===== src/rtl/bd_pkg.sv =====
package bd_pkg;
  typedef enum logic [1:0] {
    RG_BOOT = 2'd0,
    RG_MID  = 2'd1,
    RG_HI   = 2'd2,
    RG_IO   = 2'd3
  } region_e;

  typedef struct packed {
    logic rom;
    logic lo_ram;
    logic hi_ram;
    logic io;
  } sel_t;
endpackage


===== src/rtl/bd_region.sv =====
module bd_region
  import bd_pkg::*;
#(
  parameter int ADDR_W   = 16,
  parameter int PAGE_W   = 8,
  parameter int VEC_LOG2 = 8
) (
  input  logic [ADDR_W-1:0] addr,
  output region_e           region,
  output logic              in_vec
);
  localparam int HI_W = ADDR_W - PAGE_W;

  always_comb begin
    if (!addr[ADDR_W-1]) begin
      region = addr[ADDR_W-2] ? RG_MID : RG_BOOT;
    end else if (&addr[ADDR_W-1:PAGE_W]) begin
      region = RG_IO;
    end else begin
      region = RG_HI;
    end
  end

  assign in_vec = (addr[ADDR_W-1:VEC_LOG2] == '0);

  logic [HI_W-1:0] unused_hi;
  assign unused_hi = addr[ADDR_W-1:PAGE_W];
endmodule


===== src/rtl/bd_boot_ctl.sv =====
module bd_boot_ctl #(
  parameter int              ADDR_W    = 16,
  parameter logic [ADDR_W-1:0] CTRL_ADDR = 16'hFF80,
  parameter int              OVL_READS = 4
) (
  input  logic              clk,
  input  logic              rst_n,
  input  logic [ADDR_W-1:0] addr,
  input  logic              rd,
  input  logic              wr,
  input  logic              ctl_bit,
  output logic              boot,
  output logic              ovl_open
);
  always_ff @(posedge clk or negedge rst_n) begin
    if (!rst_n) begin
      boot <= 1'b1;
    end else if (wr && !rd && addr == CTRL_ADDR && ctl_bit) begin
      boot <= 1'b0;
    end
  end

  generate
    if (OVL_READS == 0) begin : g_no_ovl
      assign ovl_open = 1'b0;
      logic unused_rd;
      assign unused_rd = rd;
    end else begin : g_ovl
      localparam int CW = $clog2(OVL_READS + 1);
      localparam logic [CW-1:0] LIMIT = CW'(OVL_READS);
      logic          rd_q;
      logic [CW-1:0] cnt;
      always_ff @(posedge clk or negedge rst_n) begin
        if (!rst_n) begin
          rd_q <= 1'b0;
          cnt  <= '0;
        end else begin
          rd_q <= rd;
          if (rd_q && !rd && cnt != LIMIT) begin
            cnt <= cnt + 1'b1;
          end
        end
      end
      assign ovl_open = (cnt < LIMIT);
    end
  endgenerate
endmodule


===== src/rtl/bd_select.sv =====
module bd_select
  import bd_pkg::*;
(
  input  region_e region,
  input  logic    in_vec,
  input  logic    rd,
  input  logic    wr,
  input  logic    boot,
  input  logic    ovl_mode,
  input  logic    ovl_open,
  output sel_t    sel
);
  logic access;
  logic rom_hit;

  assign access = rd ^ wr;

  always_comb begin
    rom_hit = 1'b0;
    if (access && rd && region == RG_BOOT && boot) begin
      rom_hit = ovl_mode ? (in_vec && ovl_open) : 1'b1;
    end
    sel.rom    = rom_hit;
    sel.lo_ram = access && !rom_hit && (region == RG_BOOT || region == RG_MID);
    sel.hi_ram = access && region == RG_HI;
    sel.io     = access && region == RG_IO;
  end
endmodule


===== src/rtl/boot_decoder.sv =====
module boot_decoder
  import bd_pkg::*;
#(
  parameter int                ADDR_W    = 16,
  parameter int                PAGE_W    = 8,
  parameter int                VEC_LOG2  = 8,
  parameter logic [ADDR_W-1:0] CTRL_ADDR = 16'hFF80,
  parameter int                OVL_READS = 4
) (
  input  logic              clk,
  input  logic              rst_n,
  input  logic              ovl_mode,
  input  logic [ADDR_W-1:0] addr,
  input  logic              rd,
  input  logic              wr,
  input  logic              ctl_bit,
  output logic              rom_cs,
  output logic              lo_ram_cs,
  output logic              hi_ram_cs,
  output logic              io_cs
);
  region_e region;
  logic    in_vec;
  logic    boot;
  logic    ovl_open;
  sel_t    sel;

  bd_region #(.ADDR_W(ADDR_W), .PAGE_W(PAGE_W), .VEC_LOG2(VEC_LOG2)) u_region (
    .addr(addr), .region(region), .in_vec(in_vec)
  );

  bd_boot_ctl #(.ADDR_W(ADDR_W), .CTRL_ADDR(CTRL_ADDR), .OVL_READS(OVL_READS)) u_ctl (
    .clk(clk), .rst_n(rst_n), .addr(addr), .rd(rd), .wr(wr),
    .ctl_bit(ctl_bit), .boot(boot), .ovl_open(ovl_open)
  );

  bd_select u_sel (
    .region(region), .in_vec(in_vec), .rd(rd), .wr(wr), .boot(boot),
    .ovl_mode(ovl_mode), .ovl_open(ovl_open), .sel(sel)
  );

  assign rom_cs    = sel.rom;
  assign lo_ram_cs = sel.lo_ram;
  assign hi_ram_cs = sel.hi_ram;
  assign io_cs     = sel.io;
endmodule


===== config.mk =====
export PLATFORM = sky130hd
export DESIGN_NAME = boot_decoder
export DESIGN_NICKNAME = d
export VERILOG_FILES = /design/src/rtl/bd_pkg.sv /design/src/rtl/bd_region.sv /design/src/rtl/bd_boot_ctl.sv /design/src/rtl/bd_select.sv /design/src/rtl/boot_decoder.sv
export SDC_FILE = /design/constraint.sdc
export NUM_CORES = 1
export LEC_CHECK = 0
export BUFFER_PORTS_ARGS = -buffer_cell sky130_fd_sc_hd__buf_2
export CORE_AREA = 2 2 39 41
export CTS_BUF_LIST = sky130_fd_sc_hd__clkbuf_4 sky130_fd_sc_hd__clkbuf_8
export DETAILED_ROUTE_END_ITERATION = 8
export DIE_AREA = 0 0 41 43
export PLACE_DENSITY = 0.56
export SETUP_SLACK_MARGIN = 0.02
export SYNTH_ARGS = -nofsm -noshare
export SYNTH_HDL_FRONTEND = slang
export SYNTH_SLANG_ARGS = --single-unit

===== constraint.sdc =====
create_clock -name clk -period 1.2 [get_ports clk]
set_input_delay 0.06 -clock clk [delete_from_list [all_inputs] [get_ports clk]]
set_output_delay 0.06 -clock clk [all_outputs]
set_load 0.02 [all_outputs]

# Word-level counts from Yosys, hierarchy flattened
# Cells that the tools add are included.
# word_totals
reg_bits	5
in_bits	22
out_inout_bits	4
wordCells	35
# classes
add_sub_neg	1
order_cmp	1
eq_ne	5
muxes	5
bitwise_logic	1
n_reduce_logical	19
# op_table
operator	n
$eq 16x16->1 const B	1
$logic_and 1x1->1	13
$logic_not 8->1	1
$reduce_and 8->1	1
$eq 2x2->1 const B	2
$mux 1	4
$add 3x1->3 const B	1
$lt 3x3->1 const B	1
$ne 3x3->1 const B	1
$eq 2x1->1 const B	1
$logic_not 1->1	2
$logic_not 2->1	1
$mux 2	1
$logic_or 1x1->1	1
$xor 1x1->1	1

# Logic depth before layout (Yosys ltp)
# Gate-level depths: netlist (run 1).
# depth
word_depth	10
ltp_mapped	5
depth_no_buf	5

# Hierarchy
# Synthesis (run 1) repeated with hierarchy kept, for this count alone.
# unflattened
hier_cells	44
hier_area_um2	392.9
# by_module_without_submodules
module	instances	cells_per_inst	area_per_inst_um2	seq_area_each_um2
bd_boot_ctl	1	26	275.3	126.4
bd_select	1	10	70.1	0.0
bd_region	1	8	47.5	0.0

# Least setup slack after synthesis (run 1)
# OpenSTA, ideal clock, no wires.
# synth_path
path_kind	reg-to-output
from	register u_ctl.g_ovl.cnt[2]
to	output port rom_cs
t_arrival_ps	1336
required_time_ps	1140
path_slack_ps	-196
stages_incl_launch_ff	4
path_buffers	0
path_cell_list	dfrtp_1 > nor3_1 > a21boi_1 > nor4_1
# synth_between
elab_chain_len	4
# synth_lines
item	line_no	source
start: declaration	bd_boot_ctl.sv:32	logic [CW-1:0] cnt;
start signal: assignment	bd_boot_ctl.sv:40	cnt <= cnt + 1'b1;
$lt 3x3->1	bd_boot_ctl.sv:44	assign ovl_open = (cnt < LIMIT);
$logic_and 1x1->1	bd_select.sv:21	rom_hit = ovl_mode ? (in_vec && ovl_open) : 1'b1;
$mux 1	bd_select.sv:21	
$mux 1	bd_select.sv:20	if (access && rd && region == RG_BOOT && boot) begin
end: declaration	boot_decoder.sv:17	output logic rom_cs,
# Every way passes these cells.

# Final worst setup path (run 1)
# layout_path
from	register u_ctl.boot
to	output port lo_ram_cs
# layout_between
elab_chain_len	5
# layout_lines
item	line_no	source
start: declaration	bd_boot_ctl.sv:12	output logic boot,
start signal: assignment	bd_boot_ctl.sv:17	boot <= 1'b1;
start signal: assignment	bd_boot_ctl.sv:19	boot <= 1'b0;
$logic_and 1x1->1	bd_select.sv:20	
$mux 1	bd_select.sv:20	
$logic_not 1->1	bd_select.sv:24	sel.lo_ram = access && !rom_hit && (region == RG_BOOT || region == RG_MID);
$logic_and 1x1->1 (2 in series)	bd_select.sv:24	
end: declaration	boot_decoder.sv:18	output logic lo_ram_cs,
# Every way passes these cells.

==> results.py, run 1 <==
metrics = {
    "routing": {
        "totalWireLength_mm": 1.03,
        "drc_errors": 0,
        "wl_per_cell_um": 11.5,
        "drt_iter0_markers": 6,
        "firstDrtPassIters": 4,
        "via_per_inst": 4.56,
        "vias": 406,
        "ant_nets": 0,
    },
    "power_and_ir_drop": {
        "finalPower_uw": 924,
        "power_leakage_nw": 0.304,
        "p_int_uw": 621,
        "p_sw_uw": 303,
        "pwr-share-seq": 0.283,
        "pwr-share-comb": 0.477,
        "swShare": 0.328,
        "clockPowerShare": 0.240,
        "irDropWorstVdd_uv": 989,
        "power-per-cell-area_nw_per_um2": 1460,
    },
    "sta": {
        "fin_crit_sh": 1.18,
        "fmax_mhz": 708,
        "rsz0062_at_grt": "yes",
        "slew_viol_final": 0,
        "worst_pin_slew_ps": 288,
        "hold_violations": 0,
        "setup_tns_ps": -396,
        "clock_skew_ps": 2.45,
        "fin_ws_ps": -212,
        "setup_viol": 2,
        "min_period_ps": 1410,
        "slew_headroom": 0.807,
        "timing.hold.ws_ps": 130,
    },
    "synth": {
        "synth_warnings": 0,
        "syn-instance-count": 37,
        "synth.avg_cell_area_um2": 9.50,
        "synth_nets": 63,
        "synth_flop_cell": "dfrtp_1",
        "synth-edff-count": 0,
        "ys_seq_area_frac": 0.359,
        "ys_ff_latch": 5,
        "netlist_area_um2": 352,
        "synth_cell_type_count": 20,
        "synthArstFlopShare": 1.00,
    },
    "floorplanning": {
        "die_w_um": 41,
        "die_h_um": 43,
        "num_rows": 14,
        "coreArea_um2": 1380,
        "dieArea_um2": 1760,
        "initial_core_util": 0.254,
        "ios": 26,
    },
    "cts": {
        "numCtsBuffers": 3,
        "cts_tree": "yes",
        "clk_latency_ps": 250,
        "htreeDepth": 1,
        "clkTransAtPathRegs_ps": 40,
        "clock-sinks": 5,
        "cts_root_buffer": "clkbuf_4",
        "cts_max_path_buffers": 2,
    },
    "critical_path": {
        "reg2reg_slack_ps": 60,
        "cp_data_arrival_time_ps": 1350,
        "start_kind": "flip-flop",
        "crit_required_ps": 1140,
        "crit_buf_inv": 1,
        "slowest_stage": "dfstp_2",
        "criticalPathCategory": "reg2out",
        "reg2regPathDepth": 5,
        "r2r-end": "u_ctl.g_ovl.cnt[1]$_DFFE_PN0P_",
        "r2r_start": "u_ctl.g_ovl.cnt[1]$_DFFE_PN0P_",
        "end_kind": "output pin",
        "path_cells": "nand2_2, o41a_1, buf_6",
        "path_max_fanout": 2,
        "cp_top_family": "flip-flops",
        "crit_path_max_incr_delay_ps": 530,
    },
    "worst_hold_path": {
        "worstHoldStart": "addr[7]",
        "hp-class": "in2reg",
        "holdPathStages": 3,
        "min_to": "u_ctl.boot$_DFFE_PN1P_",
    },
    "global_route": {
        "grt_usage": 0.144,
        "grt_max_degree": 6,
        "grt_pass1_vias": 398,
        "globalRouteOverflowTotal": 0,
        "antenna_found_initial": 0,
        "grt_pass1_wl_mm": 1.68,
    },
    "cells_and_area": {
        "antenna_cells": 0,
        "fin_nets": 100,
        "drive_gt1_frac": 0.630,
        "syn_to_final_growth_pct": 80.1,
    },
    "status": {
        "violations": "setup timing",
        "outcome": "finished with violations",
    },
    "place": {
        "place.gp.congestion": 0.690,
        "hpwlAfterDp_um": 727,
        "port_buffers": 25,
    },
    "flow_run": {
        "maxCapViolCount": 0,
    },
}
-- worst max-delay path by stage --
stage / start / endpoint / slack, ps / cells after the start
floorplan: u_ctl.g_ovl.cnt[2]$_DFFE_PN0P_ / rom_cs / 20 / 3
global placement: u_ctl.g_ovl.cnt[2]$_DFFE_PN0P_ / lo_ram_cs / -30 / 4
detailed placement: u_ctl.g_ovl.cnt[2]$_DFFE_PN0P_ / lo_ram_cs / -40 / 4
CTS: u_ctl.boot$_DFFE_PN1P_ / lo_ram_cs / -200 / 3
global route: u_ctl.g_ovl.cnt[2]$_DFFE_PN0P_ / lo_ram_cs / -260 / 4
finish: u_ctl.boot$_DFFE_PN1P_ / lo_ram_cs / -210 / 3
-- per-stage QoR --
stage / util / instances / worst slack [ps] / instance area (um2)
6_report: 0.458 / 89 / -212 / 633
5_1_grt: 0.458 / 89 / -260 / 633
4_1_cts: 0.446 / 89 / -198 / 617
3_5_place_dp: 0.385 / 82 / -38.5 / 533
3_3_place_gp: 0.385 / 82 / -31.5 / 533
2_1_floorplan: - / 37 / 17.6 / 358
-- registers in the layout, indices dropped and copies added (netlist names) --
| register | cells |
|---|---|
| u_ctl.boot | 1 |
| u_ctl.g_ovl.cnt | 3 |
| u_ctl.g_ovl.rd_q | 1 |
-- placed cells by master, fill, tap and decap left out --
cell type,netlist,layout
a21boi_2,0,1
o41a_1,1,1
inv_2,0,2
nor3b_1,1,1
buf_4,0,4
clkbuf_4,0,4
nor4_2,1,2
mux2_4,0,1
nor3_1,2,1
nor4_1,2,1
dfrtp_1,4,4
a31oi_1,1,1
dfstp_2,1,1
ha_4,0,1
nand2_2,0,3
ha_1,4,3
nor3_2,0,1
nor4b_1,1,1
buf_2,0,24
nand4_1,3,3
a21oi_1,1,1
nor2_1,2,2
xnor2_1,1,1
o31a_1,1,1
inv_1,4,2
nor2b_1,2,2
buf_6,0,2
dlygate4sd3_1,0,2
-- power groups by stage --
stage | sequential [mW] | clock (mW) | combinational, mW
floorplan | 0.261 | 0 | 0.159
global placement | 0.249 | 0 | 0.325
detailed placement | 0.251 | 0 | 0.331
CTS | 0.251 | 0.229 | 0.373
global route | 0.268 | 0.245 | 0.490
finish | 0.261 | 0.222 | 0.441
-- cells in the mapped netlist, types with 2 or more instances --
library cell  count  area (um2)
inv_1             4        15.0
nand2_1           3        11.3
nor3_1            2        10.0
nor4_1            2        12.5
dfrtp_1           4         100
nor2_1            2        7.51
nor2b_1           2        12.5
nand4_1           3        18.8
ha_1              4        50.1
-- routing by layer --
layer,wire (um),up-vias,track usage
li1,-,208,-
met1,419,183,0.162
met2,543,15,0.231
met3,64,0,0.0681
met4,0,0,0.0400
met5,0,-,0
-- final cells by class --
cell class              count  area (um2)
clock buffers               4        30.0
fillers                   141         751
inverters                   4        15.0
multi-input cells          28         249
flip-flops and latches      5         126
well taps                  16        20.0
repair buffers             32         193
-- what timing repair did --
action,4_1_cts,5_1_grt
gates resized for setup,8,5
pin swaps,4,3
endpoints found under the hold margin,6,0
endpoints found under the setup margin,3,4
hold buffers,2,0
setup buffers,1,0
-- worst register-to-register path: cells and delay by family, from the launching register on --
kind | cells | cell delay (ps)
buffers and inverters | 1 | 80
adders and majority gates | 1 | 140
DFF | 1 | 380
muxes | 1 | 300
and+or+nand+nor | 2 | 130
-- cell families after synthesis --
| logic type | Yosys count | share of synthesized area |
|---|---|---|
| AOI/OAI and AO/OA | 5 | 0.110 |
| xor gates and xnor gates | 1 | 0.0249 |
| adders and majority gates | 4 | 0.142 |
| buffers and inverters | 4 | 0.0427 |
| DFF | 5 | 0.359 |
| muxes | 1 | 0.0320 |
| and+or+nand+nor | 17 | 0.288 |
(Power assumes the default switching activity.)
==> run 2: changes to the inputs <==
ABC_AREA = 1   (was unset)
PLACE_DENSITY = 0.57   (was 0.56)
==> run 2 against run 1 <==
Net effect:
- the run still ends with setup timing left
- sequential power down 5%
- clock-buffer cell count stayed put
- hold slack worse by 6.1 ps
- largest cell class unchanged
- highest routed layer is now met4
- die area is the same
- area after synthesis rose by 4.3%
- clock skew grew 1.4 ps
- routed wire length shrank 16%
- via count up 4.2%
==> results.py, run 2 <==
metrics = {
    "sta": {
        "slew_viol_final": 0,
        "setup_viol": 2,
        "slew_headroom": 0.904,
        "fin_crit_sh": 1.07,
        "hold_violations": 0,
        "rsz0062_at_grt": "yes",
        "clock_skew_ps": 3.83,
        "min_period_ps": 1290,
        "worst_pin_slew_ps": 144,
        "fin_ws_ps": -87.2,
        "fmax_mhz": 777,
    },
    "cells_and_area": {
        "final_common_cell": "buf_2",
        "fin_nets": 111,
        "drive_gt1_frac": 0.476,
        "reg_top3": "u_ctl.g_ovl.cnt (3), u_ctl.boot (1), u_ctl.g_ovl.rd_q (1)",
        "syn_to_final_growth_pct": 67.2,
        "fin_util": 0.443,
        "largest_reg_flops": 3,
        "antenna_cells": 0,
        "final_cell_mix": "buf_2, nor2_1, inv_1, buf_4",
        "regMostFlops": "u_ctl.g_ovl.cnt",
        "layout.cells.non_filler": 100,
    },
    "cts": {
        "cts_max_path_buffers": 2,
        "cts_tree": "yes",
        "cts_root_buffer": "clkbuf_4",
        "clk_latency_ps": 250,
        "clkTransAtPathRegs_ps": 40,
        "numCtsBuffers": 3,
        "htreeDepth": 1,
        "clock-sinks": 5,
    },
    "synth": {
        "synth_warnings": 0,
        "synthArstFlopShare": 1.00,
        "post-synth-top-count-cell": "nor2_1",
        "ys_ff_latch": 5,
        "synth_nets": 74,
        "synth_cell_type_count": 16,
        "yosysTopAreaCell": "dfrtp_1",
        "synth.avg_cell_area_um2": 7.64,
        "ys_seq_area_frac": 0.345,
        "synth_top_area_share": 0.273,
        "syn-instance-count": 48,
        "synth_flop_cell": "dfrtp_1",
        "yosys-top-cells-area": "dfrtp_1, ha_1, nor2_1",
        "netlist_area_um2": 367,
        "synth_commonest_cells": "nor2_1, inv_1, dfrtp_1, ha_1, nand2_1",
        "synth-edff-count": 0,
    },
    "routing": {
        "vias": 423,
        "wl_per_cell_um": 8.66,
        "drc_errors": 0,
        "ant_nets": 0,
        "totalWireLength_um": 866,
        "drt_iter0_markers": 1,
        "firstDrtPassIters": 2,
        "via_per_inst": 4.23,
    },
    "critical_path": {
        "end_kind": "output pin",
        "criticalPathCategory": "reg2out",
        "slowest_stage": "dfstp_2",
        "crit_path_max_incr_delay_ps": 520,
        "crit_required_ps": 1140,
        "cp_data_arrival_time_ps": 1230,
        "crit_buf_inv": 2,
        "cp_top_family": "flip-flops",
        "path_cells": "inv_2, nor3_2, and2_1, buf_6",
        "path_max_fanout": 2,
        "start_kind": "flip-flop",
    },
    "flow_run": {
        "maxCapViolCount": 0,
    },
    "floorplanning": {
        "num_rows": 14,
        "ios": 26,
        "die_h_um": 43,
        "coreArea_um2": 1380,
        "die_w_um": 41,
        "initial_core_util": 0.265,
        "dieArea_um2": 1760,
    },
    "worst_hold_path": {
        "hp-class": "in2reg",
    },
    "global_route": {
        "grt_usage": 0.125,
        "grt_pass1_wl_mm": 1.50,
        "antenna_found_initial": 0,
        "globalRouteOverflowTotal": 0,
        "grt_max_degree": 6,
        "grt_pass1_vias": 418,
    },
    "place": {
        "hpwlAfterDp_um": 708,
        "place.gp.congestion": 0.635,
        "dp.cells": 91,
        "port_buffers": 25,
    },
    "power_and_ir_drop": {
        "irDropWorstVdd_uv": 878,
        "power_leakage_nw": 0.338,
        "finalPower_uw": 729,
        "power-per-cell-area_nw_per_um2": 1190,
    },
    "status": {
        "violations": "setup timing",
        "outcome": "finished with violations",
    },
}
[run 2: cell count changes in the layout (fill, tap and decap cells not counted), moves of 2 or more]
cell	before	now
nor2_1	2	10
nand2_2	3	0
buf_4	4	6
a21oi_1	1	3
inv_1	2	7
nand3_1	0	2
nand2_1	0	4
nor2b_1	2	0
nor4_2	2	0
[run 2: worst paths after layout]
kind,startpoint,to,slack [ps],depth (start not counted)
min in group asynchronous,rst_n,u_ctl.g_ovl.cnt[2]$_DFFE_PN0P_,150,2
max in group asynchronous,rst_n,u_ctl.boot$_DFFE_PN1P_,840,2
min reg2reg,u_ctl.g_ovl.cnt[1]$_DFFE_PN0P_,u_ctl.g_ovl.cnt[1]$_DFFE_PN0P_,540,2
min,addr[7],u_ctl.boot$_DFFE_PN1P_,120,4
max,u_ctl.boot$_DFFE_PN1P_,rom_cs,-90,4
max reg2reg,u_ctl.g_ovl.cnt[0]$_DFFE_PN0P_,u_ctl.g_ovl.cnt[0]$_DFFE_PN0P_,150,5
[run 2: cells by family (layout without fill, tap and decap cells)]
family / Yosys count / in the layout / share of synthesized area
flops: 5 / 5 / 0.345
fa+ha+maj: 4 / 4 / 0.137
compound gates: 4 / 4 / 0.0648
simple gates: 25 / 25 / 0.324
xor+xnor: 2 / 2 / 0.0478
buf+inv: 8 / 44 / 0.0819
[run 2: cell type report]
class                           count  area, um2
Fill cell                         148        771
Tap cell                           16       20.0
Multi-Input combinational cell     35        215
Clock buffer                        4       30.0
Sequential cell                     5        126
Inverter                            8       30.0
Timing Repair Buffer               32        191
[run 2: repair_timing]
| item | CTS | global route |
|---|---|---|
| endpoints found under the setup margin | 2 | 2 |
| hold endpoints to repair | 6 | 0 |
| pin swaps | 2 | 2 |
| hold buffers | 2 | 0 |
| buffers inserted | 1 | 2 |
| gates resized for setup | 5 | 0 |
[run 2: worst min-delay path, stage by stage]
cell and delay [ps]:
buf_2 70, nand3_1 60, nor2_1 100, a21oi_1 70
[run 2: power by group]
part | switching, mW | internal (mW)
logic | 0.125 | 0.135
registers | 0.0255 | 0.223
clock network | 0.0722 | 0.148
[run 2: per-stage QoR]
stage / setup TNS, ps / cell area (um2) / setup slack, ps / hold slack [ps]
finish: -155 / 613 / -87.2 / 124
global route: -250 / 613 / -138 / 178
CTS: -158 / 598 / -91.3 / 131
detailed placement: 0 / 527 / 32.9 / -120
global placement: 0 / 527 / 49.2 / -120
floorplan: 0 / 367 / 83.3 / -236
[run 2: per-layer routing]
metal | track usage | share of wire | vias to the layer above
met1 | 0.134 | 0.42 | 178
met2 | 0.203 | 0.45 | 18
met3 | 0.0628 | 0.11 | 2
li1 | - | - | 225
met5 | 0 | 0 | -
met4 | 0.0400 | 0.013 | 0
